$ cat src/rtl/grp_pkg.sv
// Package: shared types for the gated rotor phase generator.
// Assumes: nothing beyond IEEE 1800-2017.
package grp_pkg;

    // Rotor state: parked at zero phase, or spinning through one turn
    typedef enum logic {
        ST_PARK = 1'b0,
        ST_SPIN = 1'b1
    } rot_state_e;

endpackage

$ cat src/rtl/grp_gate_acc.sv
// Module: grp_gate_acc
// Slow gate accumulator. It adds the step word at every edge, modulo
// 2^SLOW_W, and registers the carry out as a one-cycle gate pulse.
// Assumes: the step word may change in any cycle; a step of 0 never carries.
module grp_gate_acc #(
    parameter int SLOW_W = 16
) (
    input  logic              clk,
    input  logic              rst_n,
    input  logic [SLOW_W-1:0] step,
    output logic              wrap
);

    logic [SLOW_W-1:0] acc_q;
    logic [SLOW_W:0]   sum;

    // Widened sum so the carry out is explicit
    assign sum = {1'b0, acc_q} + {1'b0, step};

    // Accumulate, and register the carry as the gate pulse
    always_ff @(posedge clk) begin
        if (!rst_n) begin
            acc_q <= '0;
            wrap  <= 1'b0;
        end else begin
            acc_q <= sum[SLOW_W-1:0];
            wrap  <= sum[SLOW_W];
        end
    end

endmodule

$ cat src/rtl/grp_rotor.sv
// Module: grp_rotor
// Fast rotor. When parked, its phase is held at 0. A start request seen
// while parked loads the step as the first phase of a rotation. While
// spinning, the phase advances by the step; a carry out ends the
// rotation and forces the phase back to 0.
// Assumes: start requests that arrive while spinning are meant to be dropped.
module grp_rotor
    import grp_pkg::*;
#(
    parameter int FAST_W = 12
) (
    input  logic              clk,
    input  logic              rst_n,
    input  logic              start,
    input  logic [FAST_W-1:0] step,
    output logic [FAST_W-1:0] phase,
    output logic              spinning,
    output logic              next_msb
);

    rot_state_e        st_q, st_d;
    logic [FAST_W-1:0] ph_q, ph_d;
    logic [FAST_W:0]   sum;

    // Widened phase sum so the end-of-turn carry is explicit
    assign sum = {1'b0, ph_q} + {1'b0, step};

    // Next state and phase: one turn per accepted start
    always_comb begin
        st_d = st_q;
        ph_d = ph_q;
        case (st_q)
            ST_SPIN: begin
                if (sum[FAST_W]) begin
                    st_d = ST_PARK;
                    ph_d = '0;
                end else begin
                    ph_d = sum[FAST_W-1:0];
                end
            end
            default: begin
                ph_d = '0;
                if (start) begin
                    st_d = ST_SPIN;
                    ph_d = step;
                end
            end
        endcase
    end

    // State and phase registers
    always_ff @(posedge clk) begin
        if (!rst_n) begin
            st_q <= ST_PARK;
            ph_q <= '0;
        end else begin
            st_q <= st_d;
            ph_q <= ph_d;
        end
    end

    assign phase    = ph_q;
    assign spinning = (st_q == ST_SPIN);
    assign next_msb = ph_d[FAST_W-1];

endmodule

$ cat src/rtl/grp_half_detect.sv
// Module: grp_half_detect
// Half-turn detector. It registers a one-cycle flag for the edge where the
// phase top bit goes from 0 to 1, so the flag lines up with the phase
// register it describes.
// Assumes: cur_msb and next_msb are the current and next value of the same bit.
module grp_half_detect (
    input  logic clk,
    input  logic rst_n,
    input  logic cur_msb,
    input  logic next_msb,
    output logic trig
);

    // Flag the rising edge of the phase top bit
    always_ff @(posedge clk) begin
        if (!rst_n) begin
            trig <= 1'b0;
        end else begin
            trig <= next_msb & ~cur_msb;
        end
    end

endmodule

$ cat src/rtl/gated_rotor_phase.sv
// Module: gated_rotor_phase (top)
// A slow gate accumulator releases a fast rotor for one full turn at each
// carry. The rotor phase, truncated to OUT_W bits, drives a cosine table,
// and a trigger marks the half-turn crossing.
// Assumes: OUT_W <= FAST_W; both tuning words may change in any cycle.
module gated_rotor_phase #(
    parameter int SLOW_W = 16,
    parameter int FAST_W = 12,
    parameter int OUT_W  = 10
) (
    input  logic              clk,
    input  logic              rst_n,
    input  logic [SLOW_W-1:0] slow_word,
    input  logic [FAST_W-1:0] fast_word,
    output logic [OUT_W-1:0]  phase_out,
    output logic              trig_out
);

    localparam int PH_LSB = FAST_W - OUT_W;

    logic              gate_wrap;
    logic              rot_spin;
    logic              rot_next_msb;
    logic [FAST_W-1:0] rot_phase;

    grp_gate_acc #(.SLOW_W(SLOW_W)) u_gate (
        .clk   (clk),
        .rst_n (rst_n),
        .step  (slow_word),
        .wrap  (gate_wrap)
    );

    grp_rotor #(.FAST_W(FAST_W)) u_rotor (
        .clk      (clk),
        .rst_n    (rst_n),
        .start    (gate_wrap),
        .step     (fast_word),
        .phase    (rot_phase),
        .spinning (rot_spin),
        .next_msb (rot_next_msb)
    );

    grp_half_detect u_half (
        .clk      (clk),
        .rst_n    (rst_n),
        .cur_msb  (rot_phase[FAST_W-1]),
        .next_msb (rot_next_msb),
        .trig     (trig_out)
    );

    // Output phase: the top OUT_W bits of the rotor phase
    assign phase_out = rot_phase[FAST_W-1:PH_LSB];

endmodule

$ cat config.mk
export PLATFORM = sky130hd
export DESIGN_NAME = gated_rotor_phase
export DESIGN_NICKNAME = d
export VERILOG_FILES = /design/src/rtl/grp_pkg.sv /design/src/rtl/grp_gate_acc.sv /design/src/rtl/grp_rotor.sv /design/src/rtl/grp_half_detect.sv /design/src/rtl/gated_rotor_phase.sv
export SDC_FILE = /design/constraint.sdc
export NUM_CORES = 1
export LEC_CHECK = 0
export BUFFER_PORTS_ARGS = -buffer_cell sky130_fd_sc_hd__buf_4
export CAP_MARGIN = 10
export CORE_ASPECT_RATIO = 1.4
export CORE_MARGIN = 2
export CORE_UTILIZATION = 51
export CTS_CLUSTER_DIAMETER = 150
export DETAILED_ROUTE_END_ITERATION = 7
export PLACE_DENSITY = 0.77
export SETUP_SLACK_MARGIN = 0.5
export SKIP_LAST_GASP = 1
export SYNTH_ARGS = -nofsm -noshare
export SYNTH_HDL_FRONTEND = slang
export SYNTH_HIERARCHICAL = 1
export SYNTH_SLANG_ARGS = --single-unit
$ cat constraint.sdc
create_clock -name clk -period 2.1 [get_ports clk]
set_input_delay 0.315 -clock clk [delete_from_list [all_inputs] [get_ports clk]]
set_output_delay 0.315 -clock clk [all_outputs]
set_load 0.01 [all_outputs]
# == Yosys cells after proc, flatten, opt, wreduce, memory -nomap -nowiden ==
# Index checks and enable logic that the tools add are counted.
# totals
wordCells,15
output_inout_bits,11
latch_bits,0
rom_bits,0
in_bits,30
mem_count,0
ramBits,0
regBits,31
# op_classes
n_div,0
order_cmp,0
mux,6
bitwise_logic,2
add_sub_neg,2
eq_ne,0
reduce_logical,0
shift,0
multipliers,0
# ops
operator,n
2-to-1 mux 12 bit,3
adder 16 x 16 -> 17 bit,1
adder 12 x 12 -> 13 bit,1
2-to-1 mux 1 bit,3
AND 1 bit,1
NOT 1 bit,1

# == Depth between registers and ports, before layout ==
# Gate-level depths: netlist of the first run.
# depth
word_depth,4
depth_mapped,8
mapped_depth_nobuf,8

# == Cells and area by module ==
# The synthesis of the first run kept the hierarchy.
# modules_own_cells
mod,instances,area_per_inst_um2,cells_each,seq_area_each_um2
grp_gate_acc,1,1149.9,132,340.3
grp_rotor,1,1071.0,121,260.2
grp_half_detect,1,28.8,2,20.0

# == Least setup slack after synthesis of the first run ==
# OpenSTA, ideal clock, no wires.
# synth_path
kind,input -> register
start,input port slow_word[0]
end,register u_gate.acc_q[12]
required_ps,2028
path_buffers,0
setup_slack_ps,87
cell_stages,7
arrival_ps,1941
setup_time_ps,72
path_cell_list,ha_1 fa_1 a21o_1 a221oi_2 o31ai_2 a21oi_2 mux2i_1
# synth_between
elab_chain_cells,1
# synth_lines
element,line_no,text
start: declaration,gated_rotor_phase.sv:13,"input logic [SLOW_W-1:0] slow_word,"
adder 16 x 16 -> 17 bit,grp_gate_acc.sv:18,"assign sum = {1'b0, acc_q} + {1'b0, step};"
end signal: assignment,grp_gate_acc.sv:26,acc_q <= sum[SLOW_W-1:0];
end: declaration,grp_gate_acc.sv:14,logic [SLOW_W-1:0] acc_q;
# Every way passes these cells.
# A chain may end at the register's enable or synchronous reset.

# == Worst setup path after layout of the first run ==
# layout_path
start,"register u_rotor.ph_q[0], in the netlist u_rotor/phase[0]"
end,"register u_rotor.ph_q[1], in the netlist u_rotor/phase[1]"
# layout_between
elab_chain_cells,3
# layout_lines
element,line_no,text
start: declaration,grp_rotor.sv:22,"logic [FAST_W-1:0] ph_q, ph_d;"
start signal: assignment,grp_rotor.sv:58,ph_q <= ph_d;
adder 12 x 12 -> 13 bit,grp_rotor.sv:26,"assign sum = {1'b0, ph_q} + {1'b0, step};"
2-to-1 mux 12 bit,grp_rotor.sv:34,if (sum[FAST_W]) begin
2-to-1 mux 12 bit,grp_rotor.sv:32,case (st_q)
# Every way passes these cells.

==> run summary, run 1 <==
For the number of global-route vias before repair, the log shows 2,061. The tools report the timing endpoint of the critical path as u_rotor/phase[1]. The pin count of the biggest net entering global routing is 24.

The tools report the launch instance of the worst register-to-register path as u_rotor/phase[0]. At the worst endpoint, the required time is 2.33 ns. The pre-antenna-repair detailed-routing pass consisted of 5 iterations.

The share of the clock period used by the worst path after layout is 0.9418. Global-route usage over all layers: 0.2329. Counting flops with a built-in enable in the synthesized netlist gives 0. STA classifies the critical path startpoint as a register. The mean instance size in the synthesized netlist is 8.822 um^2. The tools report the launching instance or port of the critical path as u_rotor/phase[0]. The final layout contains routed wiring with a total length of 5842 um. The core utilization of the finished layout is 0.7400, and the total die area is 4966 um^2.

The critical path capture point type is a register. The HPWL reported at the end of detailed placement came out at 3893 um. Counting every net in the synthesized netlist gives 315. The clock input transition at the sequential cells of the worst setup and hold paths works out to 0.07 ns.

The run gives 0 as the initial antenna violation count. The logs give 0 for the post-cts hold buffer count and 0 for the max-slew violation count. Detailed routing placed a total of 3302 um of wire on met2. The worst register-to-register path ends at u_rotor/phase[1].

The clock passes through at most 2 buffers. Summing internal, switching and leakage power gives 3.499 mW. The first routing iteration left 93 violations. The tightest slew margin relative to the limit is 0.7562, and the setup-violating endpoint count in the final report is 0. The run gives 4239 um^2 as the placeable core region. The tree built by TritonCTS fans out to 31 sinks.

The number of max-cap violations is 0. Detailed routing inserted a total of 2,158 vias. The tools report the worst ir drop on vdd as 0.0007773 V.

In the final routed layout, each cell accounts on average for 15.58 um. Of all nets on the critical path, the largest fanout is 6. Setup repair after global routing could not meet its margin everywhere. TritonCTS buffer count: 5.

The via-per-instance ratio came out at 5.755. Count of standard-cell rows: 28. TritonCTS built the clock tree.

The signal on the critical path passes through ha_4 > fa_2 > a211oi_4 > o211ai_4 > a31oi_4 > buf_12 > buf_6 > a22oi_2 > nor2_1. The run gives 57 as the distinct cell type count of the synthesized netlist. The met1 wire length is 2213 um, and the final RePlAce weighted congestion is 0.8249.

The final global-route overflow total was 0; the slack of the worst reg-to-reg path was 0.12 ns. For the count of synthesis-stage warnings from yosys, the log shows 6. The uppermost layer routed was met4. The worst hold path belongs to the class in -> reg.

The die is 60.13 um wide. The logic depth of the worst register-to-register path was 9; the hold violation total from the final report was 0. On the final layout, the worst clock skew is 0.01027 ns. In this run the power density over the cells is 1115 nW/um^2.

The run gives 0.2759 as the share of the yosys chip area belonging to registers. The antenna diode instance count came out at 0. The run gives 0.29 ns as the clock insertion delay at the later pin of the skew report. For this run, design rule violations remaining after detail routing come to 0.

The dominant synthesized flop cell was dfxtp_1. The slowest stage of the critical path is the fa_2 cell. The number of nets still failing antenna checks after routing came out at 0.

Port buffering added 40 buffers. In this run the static leakage power is 1.360 nW. The worst setup path category was reg -> reg.

The post-synthesis sequential element count was 31; the die boundary height was 82.59 um. The fraction of final layout cells with drive strength greater than 1 is 0.3937, and the stage delay of the slowest cell on the critical path is 0.37 ns. The level count of the clock H-tree is 2, and the routed length on met3 is 234 um.

The run finished with clean final reports. Data on the critical path arrives at its endpoint at 2.20 ns. The tools report the initial core utilization as 0.5307. The tree is rooted in a clkbuf_8.

The number of filler cells placed in the layout is 314, and the total standard cell area after synthesis is 2250 um^2. The area growth from synthesis to layout is 39.43%. The transition time at the pin with the least slew margin is 0.3656 ns, and the wire length of the first global-routing pass is 8769 um. The total number of nets in the final design was 374; the highest achievable clock rate was 0.5056 GHz.

The final period demand of the worst path is 1.978 ns. The async set or reset register ratio after synthesis came out at 0. Synthesis produced 255 cells. 41 I/O pins were placed.
-- where the power goes --
part	leakage [nW]	internal (mW)	switching [mW]
Sequential	0.257	0.777	0.0945
Clock	0.0515	0.299	0.228
Combinational	1.05	1.01	1.09
-- timing repair --
action | CTS | global route
gates resized for setup | 11 | 27
gates cloned | 0 | 0
endpoints found under the hold margin | 0 | 0
endpoints found under the setup margin | 25 | 26
buffers inserted | 4 | 9
pin swaps | 15 | 22
-- per-stage QoR --
stage	hold slack [ns]	worst slack, ns	setup TNS [ns]	cell area, um^2	std cells
floorplan	0.4487	0.2479	0	2346	255
global placement	0.5291	0.002854	0	2720	354
detailed placement	0.5398	-0.04446	-0.06266	2720	354
CTS	0.2835	0.1779	0	2918	366
global route	0.2890	0.04178	0	3137	375
finish	0.2892	0.1222	0	3137	375
-- layer usage --
layer / GRT usage / vias up
met5: 0 / -
met4: 0.08889 / 0
met3: 0.04673 / 8
met2: 0.4467 / 67
met1: 0.2397 / 1029
li1: - / 1054
-- synthesized netlist by cell type (2+ instances only) --
| cell | n | share of area |
|---|---|---|
| o211ai_1 | 2 | 0.0067 |
| o21bai_1 | 4 | 0.013 |
| fa_1 | 2 | 0.018 |
| clkbuf_1 | 2 | 0.0033 |
| a22oi_1 | 5 | 0.017 |
| o21ai_1 | 4 | 0.0089 |
| xnor2_1 | 6 | 0.023 |
| a211oi_1 | 2 | 0.0067 |
| dfxtp_1 | 31 | 0.28 |
| inv_1 | 8 | 0.013 |
| mux2i_1 | 5 | 0.022 |
| o21ai_2 | 2 | 0.0078 |
| ha_1 | 28 | 0.16 |
| and2b_2 | 2 | 0.0078 |
| a21oi_1 | 18 | 0.040 |
| nand4_1 | 3 | 0.0083 |
| and2_1 | 4 | 0.011 |
| a31oi_1 | 2 | 0.0056 |
| nand2b_1 | 4 | 0.011 |
| a21o_1 | 6 | 0.020 |
| clkinv_1 | 2 | 0.0033 |
| a21oi_2 | 3 | 0.012 |
| nor2_1 | 27 | 0.045 |
| xor2_1 | 7 | 0.027 |
| a211oi_2 | 3 | 0.017 |
| nand2_1 | 24 | 0.040 |
| o21ai_0 | 7 | 0.016 |
| and3_1 | 3 | 0.0083 |
| nand3_1 | 11 | 0.024 |
-- sequential cells by signal, indices dropped and copies added (netlist names) --
name              count
u_gate/acc_q         16
u_rotor/phase        12
u_gate/wrap           1
u_half/trig           1
u_rotor/spinning      1
-- layout make-up --
type,count,area (um^2),share of cell area
tap,60,75.07,0.02393
clock buffer,8,100.1,0.03191
multi-input combinational,209,1849,0.5895
timing repair buffer,57,447.9,0.1428
sequential,31,626.9,0.1998
inverter,10,37.54,0.01197
-- kinds of logic (layout without fill, tap and decap cells) --
| family | after synthesis | in the layout | synth area share |
|---|---|---|---|
| and+or+nand+nor | 84 | 84 | 0.1758 |
| AOI/OAI and AO/OA | 77 | 77 | 0.2714 |
| DFF | 31 | 31 | 0.2759 |
| adders and majority gates | 30 | 30 | 0.1735 |
| buffers and inverters | 15 | 75 | 0.03059 |
| xor gates and xnor gates | 13 | 13 | 0.05061 |
| muxes | 5 | 5 | 0.02225 |
-- how the worst min path moves through the flow --
| stage | endpoint | from | slack (ns) | cells after the start |
|---|---|---|---|---|
| after floorplan | u_rotor/phase[6] | fast_word[6] | 0.45 | 2 |
| after global placement | u_half/trig | u_rotor/phase[11] | 0.53 | 1 |
| after detailed placement | u_half/trig | u_rotor/phase[11] | 0.54 | 1 |
| after CTS | u_rotor/phase[10] | fast_word[10] | 0.28 | 3 |
| after global routing | u_rotor/phase[6] | fast_word[6] | 0.29 | 3 |
| final | u_rotor/phase[10] | fast_word[10] | 0.29 | 3 |
-- cells in the final DEF, fill, tap and decap left out, types with 3 or more instances in the layout --
cell type  netlist  layout
and3_1           3       3
a211oi_2         3       3
a21oi_2          3       6
o21ai_2          2       5
inv_1            8       8
xor2_1           7       7
mux2i_1          5       5
clkbuf_8         1       7
xnor2_1          6       6
nor2_1          27      26
a21oi_1         18      15
nand2_1         24      23
a22oi_1          5       4
nand2b_1         4       4
ha_4             0      11
nand4_1          3       3
a21o_1           6       6
dfxtp_1         31      26
buf_4            0      54
ha_1            28      15
o21ai_1          4       8
nand3_1         11       9
o21bai_1         4       3
dfxtp_2          0       5
and2_1           4       4
-- worst max-delay path: cells and delay by family, from the launching register on --
family / cells / cell delay [ns]
AO/OA/AOI/OAI: 4 / 0.73
adder cells (fa/ha/maj): 2 / 0.53
buffers and inverters: 2 / 0.24
flip-flops: 1 / 0.33
AND/OR/NAND/NOR: 1 / 0.09
(Power assumes the default switching activity.)
==> inputs of run 2 (changes only) <==
- ABC_AREA: not set -> 1
- CORE_UTILIZATION: 51 -> 57
- PLACE_DENSITY: 0.77 -> 0.8
- clock period: 2.1 -> 2.25 ns (I/O delays scaled with it)
==> run summary, run 2 <==
The tools report the antenna diode instance count as 0. Worst clock skew on the final layout: 0.003370 ns. In this run the standard cell core region covers 4239 um^2. In this run, synthesis produced a sequential element count of 31. The die covers 4988 um^2. The async set or reset register ratio after synthesis works out to 0. Area share of the largest cell type after synthesis: 0.2457. The tools report the hold violation total from the final report as 0.

By area the synthesized netlist is led by dfxtp_1, nand2_1, ha_1, inv_1, a21oi_1. The data arrival time of the worst path is 2.02 ns. After detailed routing, the number of remaining DRC violations is 0. The level count of the clock H-tree is 2, and the via count is 2,617. The run gives 0.7411 as the core utilization of the finished layout. The count of input and output buffers works out to 40. At the pin with the least slew margin, the transition time is 0.5614 ns. The floorplan has 28 rows. The share of the yosys chip area belonging to registers was 0.2457. The setup check on the worst reg-to-reg path leaves a slack of 0.43 ns. The number of placed instances, taps included, is 502. The worst hold path passes through 3 cells. In this run the critical register-to-register path is launched from u_rotor/phase[0].

The worst setup path category was reg -> reg. The stage delay of the slowest cell on the critical path was 0.35 ns; the via-per-instance ratio was 5.072. After synthesis, the largest family of logic cells by area is simple AND/OR/NAND/NOR gates. Yosys printed 6 warnings. The tightest slew margin relative to the limit is 0.6253, and the total standard cell area after synthesis is 2526 um^2.

From bottom edge to top edge, the die measures 82.77 um. Final global-route overflow total: 0. Pin placement for this block handled 41 I/O pins. Cell with the biggest individual delay on the critical path: fa_2.

The adder-cell share of the synthesized area is 0.1545, and the total negative slack for setup checks is 0 ns. The tools report the global-route usage over all layers as 0.2499. The register with the most flip-flops in the layout has 16 of them. The run gives 2,420 as the number of global-route vias before repair. The tools report the launch instance of the worst min-delay path as fast_word[6]. The number of flops mapped to enable cells by yosys came out at 0.

The path class of the tightest hold or removal check is in -> reg. Across the run, the number of max-cap violations was 0. Clock latency on the worst-skew pair, taken at its later pin, is 0.27 ns.

The count of nets left with antenna violations once routing finished came out at 0. The share of the clock period used by the worst path after layout works out to 0.8105. Ranked by instance count, the synthesized netlist is headed by nand2_1, inv_1, nor2_1. Ranked by flip-flop count, first place goes to u_gate/acc_q.

The number of nets handed over by synthesis was 464. Setup violations remaining at the end of the flow were counted as 0. Setup repair after global routing could not meet its margin everywhere. The run gives 6003 um as the final wirelength.

Walking the worst path, the cells encountered are ha_4 > fa_2 > nand2_2 > nand2_2 > nand3_2 > nand2_2 > a21oi_4 > buf_6 > nand2_1 > a21oi_1. For the final RePlAce weighted congestion, the log shows 0.9102. Counting along the longest clock path gives a buffer depth of 2. Entering global routing, the biggest net connects 19 pins.

The worst hold slack after final layout came out at 0.3321 ns. The wire length of the first global-routing pass came out at 9522 um. The cell accounting for the most synthesized area was dfxtp_1. STA classifies the critical path startpoint as a register. The run gives 515 as the total number of nets in the final design. In this design, the critical path's most frequently occurring cell is nand2_2. The compound-cell area share of the yosys netlist was 0.09064; the mean instance size in the synthesized netlist was 6.253 um^2. The power density over the cells works out to 827.1 nW/um^2.

In this run, CTS created clock tree buffers numbering 5. The count of placed standard cells in the final layout, fillers left out was 516. In this run the critical register-to-register path is captured at u_rotor/phase[8]. The worst ir drop on vdd was 0.0005659 V; the final period demand of the worst path was 1.824 ns. The area growth from synthesis to layout is 24.37%. Routed length per placed instance: 11.63 um. For hold timing, the worst endpoint is u_rotor/phase[6]. The run gives 5 as the detailed-router iteration count before antenna repair.

The logic depth of the worst register-to-register path is 10. After clock tree synthesis, the clock-pin slew on the worst setup and hold paths is 0.07 ns. HPWL reported at the end of detailed placement: 4543 um. Fraction of final layout cells with drive strength greater than 1: 0.2127.

The initial core utilization was 0.5959; the basic-gate share of the synthesized area counting and, or, nand and nor cells was 0.3784. TritonCTS built the clock tree. Dominant synthesized flop cell: dfxtp_1. The top cell types in the final layout, fill and taps aside, are nand2_1, inv_1, buf_4. The library cell used most frequently in the layout, excluding fill and tap cells, is nand2_1. STA classifies the critical path endpoint as a register. The die boundary width came out at 60.27 um. The max-slew violation count was 0. By instance count, the leading cell after synthesis is nand2_1. The cell chosen for the clock root is clkbuf_8. The initial antenna violation count came out at 0. The tree built by TritonCTS fans out to 31 sinks. Xor/xnor share of the synthesized area: 0.02080.

The post-synthesis mux area share was 0. Critical path data required time: 2.45 ns. The netlist uses 28 different library cells.

The flow ran to the end, and the final reports show no timing, DRC or antenna violations. Summed over all cells, the static leakage comes to 1.739 nW. The tools report the DRC violation total after the first TritonRoute iteration as 153. Synthesis produced 404 cells. The largest fanout on the critical path is 6, and the cell area after layout is 3142 um^2. The logs give 0.5483 GHz for the highest achievable clock rate and 2899 um^2 for the instance area after placement.
## run 2: cell count changes in the layout (fill, tap and decap cells not counted), moves of 10 or more
cell     delta
nand2_1   +117
inv_1      +55
ha_4       -10
ha_1       +11
a21oi_1    +11
## run 2: report_power, final
group | leakage (nW) | internal (mW) | switching (mW)
Clock | 0.0515 | 0.279 | 0.213
Sequential | 0.256 | 0.679 | 0.0535
Combinational | 1.43 | 0.538 | 0.836
## run 2: cells by family after synthesis
family / Yosys count
buf+inv: 70
xor+xnor: 6
simple gates: 225
fa+ha+maj: 30
flops: 31
compound gates: 42
## run 2: what timing repair did
action,4_1_cts,5_1_grt
gates resized for setup,13,12
setup buffers,4,2
setup endpoints to repair,15,19
pin swaps,5,3
hold buffers,0,0
## run 2: layout make-up
class / count / area [um^2]
clock buffers: 8 / 100.1
fillers: 347 / 1097
inverters: 66 / 247.7
multi-input cells: 303 / 1725
flip-flops and latches: 31 / 621.8
well taps: 60 / 75.07
repair buffers: 48 / 371.6
## run 2: worst max path at each step
stage,start,end,slack (ns),cells past startpoint
floorplan,fast_word[0],u_rotor/phase[9],0.51,10
global placement,fast_word[0],u_rotor/phase[5],0.25,11
detailed placement,fast_word[0],u_rotor/phase[3],0.21,11
CTS,u_rotor/phase[0],u_rotor/phase[3],0.50,10
global route,u_rotor/phase[0],u_half/trig,0.30,11
finish,u_rotor/phase[0],u_rotor/phase[8],0.43,10
## run 2: through the flow
stage | setup WS [ns] | total power, mW
floorplan | 0.5055 | 1.701
global placement | 0.2478 | 1.982
detailed placement | 0.2081 | 2.013
CTS | 0.4989 | 2.557
global route | 0.3033 | 2.828
finish | 0.4263 | 2.599
## run 2: critical path, delay by kind of cell (launching register included)
kind,cells,cell delay [ns]
adders and majority gates,2,0.51
buffers and inverters,1,0.17
and+or+nand+nor,5,0.34
DFF,1,0.33
AOI/OAI and AO/OA,2,0.40
## run 2: routing by layer
metal	up-vias	routed length, um	GRT usage
li1	1360	-	-
met1	1155	2256	0.2438
met2	79	3352	0.4902
met3	23	216	0.04496
met4	0	178	0.1133
met5	-	0	0
